**src/rtl/spi_xfer_engine.sv**
```systemverilog
module spi_xfer_engine #(
  parameter int DW = 8,
  parameter int CW = 24
) (
  input  logic          clk,
  input  logic          rst_n,
  input  logic          ctl_we,
  input  logic [31:0]   ctl_wdata,
  output logic [31:0]   ctl_rdata,
  input  logic [CW-1:0] burst_cnt,
  input  logic [CW-1:0] txd_cnt,
  input  logic          half_tick,
  input  logic          txf_empty,
  input  logic [DW-1:0] txf_rdata,
  output logic          txf_pop,
  input  logic          rxf_full,
  output logic          rxf_push,
  output logic [DW-1:0] rxf_wdata,
  output logic          sclk,
  output logic          mosi,
  input  logic          miso,
  output logic [3:0]    cs,
  output logic          xfer_done,
  output logic          rx_ovf
);
  localparam int PW = $clog2(2*DW);
  localparam logic [PW-1:0] K_LAST = PW'(2*DW-1);
  localparam logic [30:0] CTL_MASK = 31'h0000_11F7;

  typedef enum logic [2:0] {S_IDLE, S_LEAD, S_LOAD, S_SHIFT, S_TRAIL} st_t;
  st_t st;

  logic [30:0]   ctl_q;
  logic [CW-1:0] burst_left, tx_left;
  logic [DW-1:0] txs, rxs;
  logic [PW-1:0] k;
  logic          tgl, real_byte, done_q;

  wire cpha = ctl_q[0];
  wire cpol = ctl_q[1];
  wire spol = ctl_q[2];
  wire [1:0] sel = ctl_q[5:4];
  wire man  = ctl_q[6];
  wire mlvl = ctl_q[7];
  wire dhb  = ctl_q[8];
  wire lsb  = ctl_q[12];

  wire busy       = (st != S_IDLE);
  wire start      = ctl_we & ctl_wdata[31] & ~busy;
  wire tick_shift = (st == S_SHIFT) & half_tick;
  wire last       = (k == K_LAST);
  wire samp       = tick_shift & (~k[0] ^ cpha);
  wire adv        = tick_shift & ~samp & ~(cpha ? (k == '0) : last);
  wire byte_end   = tick_shift & last;
  wire keep       = ~(dhb & real_byte);
  wire has_real   = (tx_left != '0);

  wire [DW-1:0] rx_next = lsb ? {miso, rxs[DW-1:1]} : {rxs[DW-2:0], miso};

  assign ctl_rdata = {busy, ctl_q};
  assign txf_pop   = (st == S_LOAD) & has_real & ~txf_empty;
  assign rxf_push  = byte_end & keep & ~rxf_full;
  assign rx_ovf    = byte_end & keep & rxf_full;
  assign rxf_wdata = cpha ? rx_next : rxs;
  assign mosi      = lsb ? txs[0] : txs[DW-1];
  assign sclk      = cpol ^ tgl;
  assign xfer_done = done_q;

  wire act_lvl = man ? mlvl : (busy ? ~spol : spol);

  for (genvar i = 0; i < 4; i++) begin : g_cs
    assign cs[i] = (sel == 2'(i)) ? act_lvl : spol;
  end

  always_ff @(posedge clk or negedge rst_n) begin
    if (!rst_n) begin
      st         <= S_IDLE;
      ctl_q      <= '0;
      burst_left <= '0;
      tx_left    <= '0;
      txs        <= '0;
      rxs        <= '0;
      k          <= '0;
      tgl        <= 1'b0;
      real_byte  <= 1'b0;
      done_q     <= 1'b0;
    end else begin
      done_q <= 1'b0;
      if (ctl_we) ctl_q <= ctl_wdata[30:0] & CTL_MASK;
      case (st)
        S_IDLE: if (start) begin
          if (burst_cnt == '0) begin
            done_q <= 1'b1;
          end else begin
            burst_left <= burst_cnt;
            tx_left    <= txd_cnt;
            st         <= S_LEAD;
          end
        end
        S_LEAD: if (half_tick) st <= S_LOAD;
        S_LOAD: begin
          if (has_real) begin
            if (!txf_empty) begin
              txs       <= txf_rdata;
              tx_left   <= tx_left - 1'b1;
              real_byte <= 1'b1;
              k         <= '0;
              st        <= S_SHIFT;
            end
          end else begin
            txs       <= '0;
            real_byte <= 1'b0;
            k         <= '0;
            st        <= S_SHIFT;
          end
        end
        S_SHIFT: if (half_tick) begin
          tgl <= ~tgl;
          k   <= k + 1'b1;
          if (samp) rxs <= rx_next;
          if (adv)  txs <= lsb ? (txs >> 1) : (txs << 1);
          if (last) begin
            burst_left <= burst_left - 1'b1;
            st         <= (burst_left == CW'(1)) ? S_TRAIL : S_LOAD;
          end
        end
        S_TRAIL: if (half_tick) begin
          st     <= S_IDLE;
          done_q <= 1'b1;
        end
        default: st <= S_IDLE;
      endcase
    end
  end
endmodule

```
**config.mk**
```make
export PLATFORM = sky130hd
export DESIGN_NAME = spi_xfer_engine
export DESIGN_NICKNAME = d
export VERILOG_FILES = /design/src/rtl/spi_xfer_engine.sv
export SDC_FILE = /design/constraint.sdc
export NUM_CORES = 1
export LEC_CHECK = 0
export BUFFER_PORTS_ARGS = -buffer_cell sky130_fd_sc_hd__buf_2
export CAP_MARGIN = 20
export CORE_UTILIZATION = 48
export CTS_CLUSTER_DIAMETER = 100
export DETAILED_ROUTE_END_ITERATION = 6
export PLACE_DENSITY = 0.77
export RECOVER_POWER = 25
export SLEW_MARGIN = 20
export SYNTH_ARGS = -nofsm -noshare
export SYNTH_HDL_FRONTEND = slang
export SYNTH_SLANG_ARGS = --single-unit
export TNS_END_PERCENT = 1
```
**constraint.sdc**
```tcl
create_clock -name clk -period 2.3 [get_ports clk]
set_input_delay 0.23 -clock clk [delete_from_list [all_inputs] [get_ports clk]]
set_output_delay 0.23 -clock clk [all_outputs]
set_load 0.01 [all_outputs]
```
==> load_flow_metrics.sql, run 1 <==
INSERT INTO impl_metrics (metric_group, metric, value, unit) VALUES
('cts', 'clock_latency', '0.36', 'ns'),
('yosys', 'dominantRegCellSynth', 'dfrtp_1', ''),
('yosys', 'yosys_warnings', '0', ''),
('critical_path', 'timing.critical_path.to_type', 'output pin', ''),
('detailed_routing', 'wl', '15.8', 'mm'),
('floorplan', 'floorplan.initialDensity', '49.5', '%'),
('sta', 'unrepaired_setup_endpoints_after_global_routing', 'true', ''),
('yosys', 'synth-seq-cells', '83', ''),
('floorplan', 'die_height', '108', 'um'),
('yosys', 'synth_top_family_by_area', 'compound AO/OA/AOI/OAI gates', ''),
('floorplan', 'design.die.area', '11700', 'um^2'),
('yosys', 'synth-xor-area-share', '0.809', '%'),
('detailed_routing', 'detailroute.via_count', '5570', ''),
('layout', 'n_fill_cell', '921', ''),
('yosys', 'synth_adder_area_share', '1.16', '%'),
('power', 'cell_internal_pwr', '4.65', 'mW'),
('power', 'net-switching-power', '3.21', 'mW'),
('yosys', 'synth_area_leader_cell', 'dfrtp_1', ''),
('yosys', 'post-synth-top-count-cell', 'dfrtp_1', ''),
('power', 'combinationalPowerShare', '47.0', '%'),
('floorplan', 'floorplan.die.width', '108', 'um'),
('min_path', 'hold_class', 'input port to register', ''),
('sta', 'final-setup-viol-count', '2', ''),
('yosys', 'synth_simple_gate_area_share', '19.5', '%'),
('layout', 'finish.instance_area', '6800', 'um^2'),
('yosys', 'syn-mean-instance-area', '8.65', 'um^2'),
('global_routing', 'grt_start_max_net_pins', '52', ''),
('placement', 'dp_hpwl', '11.2', 'mm'),
('detailed_routing', 'drt_pre_antenna_iters', '5', ''),
('yosys', 'synth-compound-area-share', '25.7', '%'),
('yosys', 'synthCells', '626', ''),
('detailed_routing', 'detail_route.iter0.violations', '374', ''),
('sta', 'max_slew_headroom', '25.1', '%'),
('placement', 'portBuffers', '100', ''),
('sta', 'tightest_slew', '1.12', 'ns'),
('yosys', 'synth_edf_count', '0', ''),
('layout', 'area.sequential', '2080', 'um^2'),
('run_status', 'violated_checks', 'setup timing', ''),
('job', 'drv_cap', '0', ''),
('global_routing', 'number_of_antenna_violations_at_the_first_check_in_global_routing', '0', ''),
('layout', 'final_net_count', '862', ''),
('cts', 'cts_made_buffers', '9', ''),
('run_status', 'status', 'finished, violations left', ''),
('yosys', 'ys_seq_area_share', '38.4', '%'),
('cts', 'cts_htree_levels', '3', ''),
('layout', 'antenna_cells_inserted', '0', ''),
('cts', 'cts.sinks', '83', ''),
('power', 'switching_share', '40.8', '%'),
('yosys', 'biggest_area_contributors_in_the_synthesized_netlist', 'dfrtp_1 (38%), nor2_1 (4.4%), a21oi_1 (4.1%)', ''),
('power', 'power.sequential.fraction', '33.7', '%'),
('detailed_routing', 'drc', '0', ''),
('global_routing', 'wire_length_of_the_first_global_routing_pass', '25.0', 'mm'),
('yosys', 'multiplexer_fraction_of_the_synthesized_cell_area', '6.91', '%'),
('layout', 'layout_cells_sized_above_1', '30.5', '%'),
('sta', 'hold_violations', '0', ''),
('critical_path', 'crit_required', '2.07', 'ns'),
('global_routing', 'overflow', '0', ''),
('global_routing', 'grt.total_usage', '27.6', '%'),
('detailed_routing', 'route.antenna.remaining_nets', '0', ''),
('layout', 'multi_input_comb_area', '3110', 'um^2'),
('sta', 'fmaxAchievable', '431', 'MHz'),
('critical_path', 'worst-path-max-fanout', '3', ''),
('cts', 'cts.reportedPaths.clkPinSlew', '0.06', 'ns'),
('detailed_routing', 'dr_wl_cell', '17.4', 'um'),
('sta', 'final_period_minus_worst_setup_slack', '2.32', 'ns'),
('sta', 'slack_of_the_critical_path', '-0.0203', 'ns'),
('yosys', 'syn-cell-area', '5420', 'um^2'),
('critical_path', 'launching_element_type_of_the_critical_path', 'register', ''),
('cts', 'clk_path_buf_depth', '2', ''),
('yosys', 'synthArstFlopShare', '100', '%'),
('placement', 'routability_driven_placement_congestion_ratio', '0.914', '');
## critical path: stages, from the launching register on
cell	delay (ns)
dfrtp_1	0.38
or4_4	0.55
or3_4	0.36
o21ai_4	0.14
inv_2	0.07
buf_12	0.13
buf_6	0.11
## path summary, 6_finish.rpt
check                                    from  slack [ns]             end  cells after the start
worst max-delay path              tx_left[16]       -0.02         txf_pop                      6
worst min-delay path             ctl_wdata[8]        0.11        ctl_q[8]                      2
worst max register to register  burst_left[8]       -0.01           st[1]                      5
worst min register to register            tgl        0.50             tgl                      1
max in group asynchronous               rst_n        0.87          rxs[7]                      3
min in group asynchronous               rst_n        0.62  burst_left[11]                      2
## state kept, by name, indices dropped and copies added (netlist names)
| register | count |
|---|---|
| rxs | 8 |
| real_byte | 1 |
| txs | 8 |
| tx_left | 24 |
| xfer_done | 1 |
| st | 3 |
| ctl_q | 9 |
| k | 4 |
| burst_left | 24 |
| tgl | 1 |
## layer usage
metal  part of all wire (%)  vias up  GRT usage, %
met2                     49      268          44.8
met4                    2.5        0          11.2
met1                     41     2684          35.5
li1                       -     2579             -
met5                      0        -             0
met3                    7.5       39          6.15
## cell families (layout without fill, tap and decap cells)
logic type | count (synthesis) | in the layout
flip-flops | 83 | 83
multiplexers | 35 | 35
buffers and inverters | 80 | 200
AND/OR/NAND/NOR | 211 | 211
adder cells (fa/ha/maj) | 5 | 5
AO/OA/AOI/OAI | 206 | 206
other | 1 | 22
XOR/XNOR | 5 | 5
## metrics by stage
step	hold WS, ns	setup WS [ns]	std cells	util (%)
after detailed placement	0.257	-0.0690	885	58.0
after CTS	0.0963	-0.0632	906	61.6
after global placement	0.248	-0.0346	885	58.0
final	0.108	-0.0203	907	62.2
after floorplan	-0.0656	-0.0490	647	-
after global routing	0.0999	-0.0623	907	62.2
## what timing repair did
item / CTS / global route
hold buffers: 1 / 0
endpoints found under the hold margin: 41 / 0
resized for setup: 9 / 19
pin swaps: 4 / 3
buffers inserted: 4 / 1
setup endpoints to repair: 9 / 37
## area by class of cell
type / instances / share of cell area, %
clock inverters: 6 / 1.03
flip-flops and latches: 83 / 30.6
multi-input cells: 484 / 45.7
clock buffers: 10 / 3.51
well taps: 140 / 2.58
repair buffers: 168 / 15.7
inverters: 16 / 0.883
## placed cells by master, fill, tap and decap left out, types with 11 or more instances in the layout
cell type / instances
buf_4: 63
nand3_1: 15
o2bb2ai_1: 19
a21oi_1: 43
nor3_1: 23
nand2_1: 37
nor4_1: 20
a22oi_1: 20
inv_1: 15
o22a_1: 11
mux2i_1: 16
nor2_1: 63
buf_2: 98
dfrtp_1: 81
o21ai_0: 27
conb_1: 22
o22ai_1: 26
mux2_2: 19
## power groups by stage
stage	Combinational [mW]	Sequential (mW)	Clock, mW
finish	3.69	2.65	1.52
detailed placement	3.52	2.62	0
floorplan	2.39	2.52	0
global route	4.06	2.73	1.60
CTS	3.59	2.61	1.53
global placement	3.37	2.58	0
No activity file was read; power rests on OpenSTA's default activity.
==> inputs of run 2 (changes only) <==
Settings changed: CORE_UTILIZATION 48 to 58, CTS_BUF_LIST set to sky130_fd_sc_hd__clkbuf_16, GPL_TIMING_DRIVEN set to 0, PLACE_DENSITY 0.77 to 0.87.
Clock period 2.3 ns to 2.9 ns, I/O delays scaled along.
==> load_flow_metrics.sql, run 2 (synthesized netlist as in run 1, its figures left out) <==
INSERT INTO impl_metrics (metric_group, metric, value, unit) VALUES
('critical_path', 'crit_required', '2.61', 'ns'),
('sta', 'tightest_slew', '1.07', 'ns'),
('cts', 'cts-root-buf', 'clkbuf_16', ''),
('sta', 'count_of_pins_over_their_slew_limit', '0', ''),
('sta', 'final_period_minus_worst_setup_slack', '2.92', 'ns'),
('sta', 'slack_of_the_critical_path', '-0.0214', 'ns'),
('detailed_routing', 'detail_route.vias_per_cell', '6.65', ''),
('cts', 'cts.reportedPaths.clkPinSlew', '0.06', 'ns'),
('layout', 'antenna_cells_inserted', '0', ''),
('cts', 'clock_tree_from_tritoncts', 'built', ''),
('run_status', 'violated_checks', 'setup timing', ''),
('min_path', 'hold_class', 'input port to register', ''),
('sta', 'hold_violations', '0', ''),
('global_routing', 'wire_length_of_the_first_global_routing_pass', '27.0', 'mm'),
('critical_path', 'critPathArrivalTime', '2.63', 'ns'),
('sta', 'unrepaired_setup_endpoints_after_global_routing', 'true', ''),
('critical_path', 'launching_element_type_of_the_critical_path', 'register', ''),
('cts', 'cts_htree_levels', '3', ''),
('detailed_routing', 'detailroute.via_count', '5836', ''),
('layout', 'final_net_count', '864', ''),
('critical_path', 'worst-path-max-fanout', '10', ''),
('layout', 'largestRegisters', 'burst_left: 24 flops, tx_left: 24 flops, ctl_q: 9 flops', ''),
('layout', 'finish.instance_area', '6510', 'um^2'),
('floorplan', 'floorplan.die.width', '98.6', 'um'),
('layout', 'final_cell_count_no_fill', '877', ''),
('layout', 'multi_input_comb_area', '3030', 'um^2'),
('layout', 'area.sequential', '2080', 'um^2'),
('layout', 'layout_cells_sized_above_1', '23.8', '%'),
('layout', 'most_frequent_standard_cell_in_the_layout_excluding_fill_and_tap_cells', 'buf_2', ''),
('detailed_routing', 'route.antenna.remaining_nets', '0', ''),
('layout', 'top_library_cells_by_usage_in_the_layout_fill_and_taps_aside', 'buf_2 (98), dfrtp_1 (82), nor2_1 (62)', ''),
('critical_path', 'worst-setup-path-type', 'register to output pin', ''),
('detailed_routing', 'detail_route.iter0.violations', '720', ''),
('floorplan', 'floorplan.initialDensity', '60.9', '%'),
('floorplan', 'fp-row-count', '34', ''),
('floorplan', 'fp.coreArea', '8890', 'um^2'),
('placement', 'portBuffers', '100', ''),
('critical_path', 'slowest_stage', 'nor4_1', ''),
('global_routing', 'first_global_vias', '5566', ''),
('cts', 'clk_path_buf_depth', '2', ''),
('floorplan', 'i_o_pin_total', '145', ''),
('cts', 'cts_made_buffers', '9', ''),
('sta', 'fin_crit_sh', '101', '%'),
('critical_path', 'crit_path_cell_trace', 'nor4_1, nand4_1, o21ai_4, inv_2, buf_6, buf_6, buf_2', ''),
('sta', 'clock_skew', '0.0118', 'ns'),
('detailed_routing', 'drt_pre_antenna_iters', '5', ''),
('cts', 'cts.sinks', '83', ''),
('layout', 'areaGrowthSynthToFinish', '20.3', '%'),
('critical_path', 'worst_path_largest_cell_delay', '0.67', 'ns'),
('floorplan', 'design.die.area', '9730', 'um^2'),
('cts', 'clock_latency', '0.35', 'ns'),
('critical_path', 'timing.critical_path.to_type', 'output pin', ''),
('sta', 'max_slew_headroom', '28.5', '%'),
('global_routing', 'grt_start_max_net_pins', '45', ''),
('global_routing', 'grt.total_usage', '35.2', '%'),
('floorplan', 'die_height', '98.6', 'um'),
('layout', 'finish.utilization', '73.3', '%'),
('placement', 'postPlaceCellArea', '6160', 'um^2'),
('sta', 'final-setup-viol-count', '1', ''),
('layout', 'n_fill_cell', '660', ''),
('job', 'drv_cap', '0', ''),
('global_routing', 'overflow', '0', ''),
('detailed_routing', 'wl', '16.7', 'mm'),
('power', 'leakagePower', '2.79', 'nW'),
('critical_path', 'crit_path_frequent_cell', 'buf_6', ''),
('detailed_routing', 'drc', '0', ''),
('global_routing', 'number_of_antenna_violations_at_the_first_check_in_global_routing', '0', ''),
('power', 'power.ir.vdd_worst', '0.405', 'mV'),
('detailed_routing', 'dr_wl_cell', '19.0', 'um'),
('run_status', 'status', 'finished, violations left', ''),
('placement', 'routability_driven_placement_congestion_ratio', '0.974', ''),
('power', 'powerDensity', '924', 'nW/um^2'),
('placement', 'number_of_placed_instances_taps_included', '856', ''),
('sta', 'fmaxAchievable', '342', 'MHz'),
('placement', 'dp_hpwl', '11.5', 'mm');
[run 2: changes by cell type in the layout (fill, tap and decap cells not counted), sizes merged]
cell / previous run / this run
buf: 166 / 133
clkinvlp: 3 / 1
clkbuf: 11 / 45
inv: 18 / 17
clkinv: 0 / 4
[run 2: final cells by class]
| cell class | count | share of cell area (%) |
|---|---|---|
| clock buffer | 9 | 3.46 |
| buffer | 64 | 5.36 |
| timing repair buffer | 106 | 8.66 |
| multi-input combinational | 484 | 46.6 |
| tap | 108 | 2.07 |
| inverter | 16 | 0.922 |
| sequential | 83 | 31.9 |
| clock inverter | 7 | 1.04 |
[run 2: worst paths after layout]
| check | from | end | slack, ns | cells past startpoint |
|---|---|---|---|---|
| max | tx_left[6] | txf_pop | -0.02 | 7 |
| min | ctl_wdata[0] | ctl_q[0] | 0.18 | 3 |
| max reg2reg | burst_left[0] | burst_left[18] | 0.18 | 8 |
| min reg2reg | burst_left[14] | burst_left[14] | 0.50 | 1 |
| max in group asynchronous | rst_n | burst_left[12] | 1.43 | 3 |
| min in group asynchronous | rst_n | ctl_q[7] | 0.70 | 2 |
[run 2: through the flow]
| step | power [mW] | setup WS, ns | hold slack [ns] | TNS [ns] |
|---|---|---|---|---|
| final | 6.02 | -0.0214 | 0.177 | -0.0214 |
| after global routing | 6.35 | -0.0675 | 0.186 | -0.0747 |
| after CTS | 5.86 | -0.0499 | 0.177 | -0.0499 |
| after detailed placement | 4.68 | -0.336 | 0.311 | -6.77 |
| after global placement | 4.54 | -0.121 | 0.471 | -1.41 |
| after floorplan | 3.89 | 0.389 | -0.00559 | 0 |
[run 2: critical path: cells and delay by family (launching register included)]
family	cells	cell delay, ns
buf+inv	4	0.53
compound gates	1	0.30
flops	1	0.44
simple gates	2	1.02
[run 2: power by group]
part | internal, mW | switching (mW)
clock network | 0.665 | 0.501
logic | 1.10 | 1.58
registers | 1.63 | 0.539
total | 3.40 | 2.62
[run 2: timing repair]
action / in CTS / in global routing
endpoints found under the setup margin: 36 / 18
hold buffers: 1 / 0
buffers inserted: 1 / 3
hold endpoints to repair: 39 / 0
pin swaps: 1 / 2
gates resized for setup: 3 / 12
[run 2: routing by layer]
layer / track usage, % / vias up / share of wire [%]
li1: - / 2607 / -
met1: 46.4 / 2691 / 40
met2: 57.1 / 456 / 46
met3: 5.82 / 82 / 10
met4: 16.5 / 0 / 3.7
met5: 0 / - / 0
==> inputs of run 3 (changes only) <==
Settings changed: BUFFER_PORTS_ARGS -buffer_cell sky130_fd_sc_hd__buf_2 to -buffer_cell sky130_fd_sc_hd__buf_4.
==> load_flow_metrics.sql, run 3 (synthesized netlist as in run 1, its figures left out) <==
INSERT INTO impl_metrics (metric_group, metric, value, unit) VALUES
('critical_path', 'worst-setup-path-type', 'register to output pin', ''),
('global_routing', 'wire_length_of_the_first_global_routing_pass', '26.4', 'mm'),
('power', 'leakagePower', '2.87', 'nW'),
('layout', 'finish.utilization', '75.6', '%'),
('placement', 'setup_slack_placement', '-0.191', 'ns'),
('cts', 'cts_made_buffers', '9', ''),
('critical_path', 'crit_required', '2.61', 'ns'),
('layout', 'final_net_count', '860', ''),
('sta', 'tightest_slew', '2.09', 'ns'),
('cts', 'clk_path_buf_depth', '2', ''),
('global_routing', 'grt_start_max_net_pins', '84', ''),
('floorplan', 'i_o_pin_total', '145', ''),
('critical_path', 'worst_path_largest_cell_delay', '0.52', 'ns'),
('layout', 'final_cell_count_no_fill', '872', ''),
('detailed_routing', 'drc', '0', ''),
('min_path', 'hold_class', 'input port to register', ''),
('sta', 'max_slew_headroom', '-39.3', '%'),
('sta', 'hold_violations', '0', ''),
('detailed_routing', 'route.antenna.remaining_nets', '0', ''),
('layout', 'finish.instance_area', '6720', 'um^2'),
('sta', 'fin_worst_hold_slack', '0.166', 'ns'),
('min_path', 'hold_depth', '3', ''),
('floorplan', 'design.die.area', '9730', 'um^2'),
('layout', 'layout_cells_sized_above_1', '23.6', '%'),
('global_routing', 'number_of_antenna_violations_at_the_first_check_in_global_routing', '0', ''),
('run_status', 'violated_checks', 'capacitance limit, slew limit, setup timing', ''),
('detailed_routing', 'wl', '16.2', 'mm'),
('global_routing', 'grt.total_usage', '34.1', '%'),
('sta', 'count_of_pins_over_their_slew_limit', '84', ''),
('critical_path', 'r2r_end', 'tx_left[7]', ''),
('detailed_routing', 'drt_pre_antenna_iters', '6', ''),
('critical_path', 'launching_element_type_of_the_critical_path', 'register', ''),
('sta', 'slack_of_the_critical_path', '-0.0230', 'ns'),
('placement', 'postPlaceCellArea', '6380', 'um^2'),
('cts', 'clock_tree_from_tritoncts', 'built', ''),
('detailed_routing', 'dr_wl_cell', '18.6', 'um'),
('floorplan', 'fp-row-count', '34', ''),
('critical_path', 'r2r_start', 'st[0]', ''),
('placement', 'number_of_placed_instances_taps_included', '855', ''),
('critical_path', 'reg2reg_setup_slack', '0.09', 'ns'),
('sta', 'fin_crit_sh', '101', '%'),
('floorplan', 'die_height', '98.6', 'um'),
('sta', 'unrepaired_setup_endpoints_after_global_routing', 'true', ''),
('layout', 'area.sequential', '2080', 'um^2'),
('detailed_routing', 'detailroute.via_count', '5807', ''),
('cts', 'cts_htree_levels', '3', ''),
('detailed_routing', 'detail_route.vias_per_cell', '6.66', ''),
('layout', 'areaGrowthSynthToFinish', '24.1', '%'),
('global_routing', 'first_global_vias', '5496', ''),
('run_status', 'status', 'finished, violations left', ''),
('min_path', 'hold_path_startpoint', 'ctl_wdata[0]', ''),
('critical_path', 'critPathArrivalTime', '2.63', 'ns'),
('layout', 'multi_input_comb_area', '3030', 'um^2'),
('cts', 'number_of_buffers_added_to_fix_hold_violations_after_cts', '0', ''),
('layout', 'top_library_cells_by_usage_in_the_layout_fill_and_taps_aside', 'buf_4 (125), dfrtp_1 (82), nor2_1 (63)', ''),
('critical_path', 'crit_path_cell_trace', 'or4_1, buf_2, or3_4, o21ai_4, inv_2, buf_6, buf_6, buf_4', ''),
('floorplan', 'fp.coreArea', '8890', 'um^2'),
('power', 'powerDensity', '904', 'nW/um^2'),
('sta', 'clock_skew', '0.00726', 'ns'),
('cts', 'cts.sinks', '83', ''),
('placement', 'dp_hpwl', '11.3', 'mm'),
('sta', 'fmaxAchievable', '342', 'MHz'),
('critical_path', 'worstRegToRegCells', '8', ''),
('job', 'drv_cap', '1', ''),
('power', 'power.ir.vdd_worst', '0.594', 'mV'),
('cts', 'cts-root-buf', 'clkbuf_16', ''),
('critical_path', 'crit_path_frequent_cell', 'buf_6', ''),
('placement', 'portBuffers', '100', ''),
('floorplan', 'floorplan.initialDensity', '60.9', '%'),
('placement', 'routability_driven_placement_congestion_ratio', '0.936', ''),
('critical_path', 'timing.critical_path.to_type', 'output pin', ''),
('sta', 'final-setup-viol-count', '1', ''),
('global_routing', 'overflow', '0', ''),
('critical_path', 'worst-path-max-fanout', '10', ''),
('critical_path', 'slowest_stage', 'or4_1', ''),
('detailed_routing', 'detail_route.iter0.violations', '629', ''),
('layout', 'most_frequent_standard_cell_in_the_layout_excluding_fill_and_tap_cells', 'buf_4', ''),
('layout', 'antenna_cells_inserted', '0', ''),
('cts', 'cts.reportedPaths.clkPinSlew', '0.06', 'ns'),
('layout', 'largestRegisters', 'burst_left: 24 flops, tx_left: 24 flops, ctl_q: 9 flops', ''),
('sta', 'final_period_minus_worst_setup_slack', '2.92', 'ns'),
('min_path', 'timing.hold.worst_endpoint', 'ctl_q[0]', ''),
('layout', 'n_fill_cell', '637', ''),
('cts', 'clock_latency', '0.34', 'ns'),
('floorplan', 'floorplan.die.width', '98.6', 'um');
-- run 3: layer usage --
metal  share of wire [%]  wire length (um)  global-route usage [%]
met4                 3.3               544                    17.2
met3                  11              1720                    6.45
met5                   0                 0                       0
met2                  47              7600                    55.5
met1                  39              6390                    43.8
-- run 3: layout make-up --
cell class              count  area share, %
multi-input cells         484           45.0
repair buffers            103           11.5
inverters                  16          0.894
plain buffers              63           5.10
clock inverters             6           1.21
flip-flops and latches     83           30.9
well taps                 108           2.01
clock buffers               9           3.35
-- run 3: stage by stage --
stage | total power [mW] | setup TNS (ns)
2_1_floorplan | 3.89 | 0
3_3_place_gp | 4.62 | -1.63
3_5_place_dp | 4.74 | -2.55
4_1_cts | 5.97 | -0.0626
5_1_grt | 6.40 | -0.306
6_report | 6.07 | -0.0230
-- run 3: worst max path at each step --
stage	cells after the start	to	start
2_1_floorplan	10	tx_left[0]	tx_left[0]
3_3_place_gp	9	tx_left[15]	tx_left[0]
3_5_place_dp	9	tx_left[22]	tx_left[0]
4_1_cts	8	txf_pop	tx_left[16]
5_1_grt	8	tx_left[7]	st[0]
6_report	8	txf_pop	tx_left[17]
-- run 3: power breakdown --
group	leakage [nW]	switching [mW]	internal, mW
logic	1.73	1.56	1.16
clock network	0.150	0.464	0.744
registers	0.985	0.524	1.63
-- run 3: critical path: cells and delay by family, from the launching register on --
family | cells | cell delay [ns]
simple gates | 2 | 0.94
compound gates | 1 | 0.21
buf+inv | 5 | 0.70
flops | 1 | 0.43
-- run 3: what timing repair did --
item	4_1_cts	5_1_grt
pin swaps	1	1
endpoints found under the setup margin	30	13
gates resized for setup	3	5
setup buffers	1	2
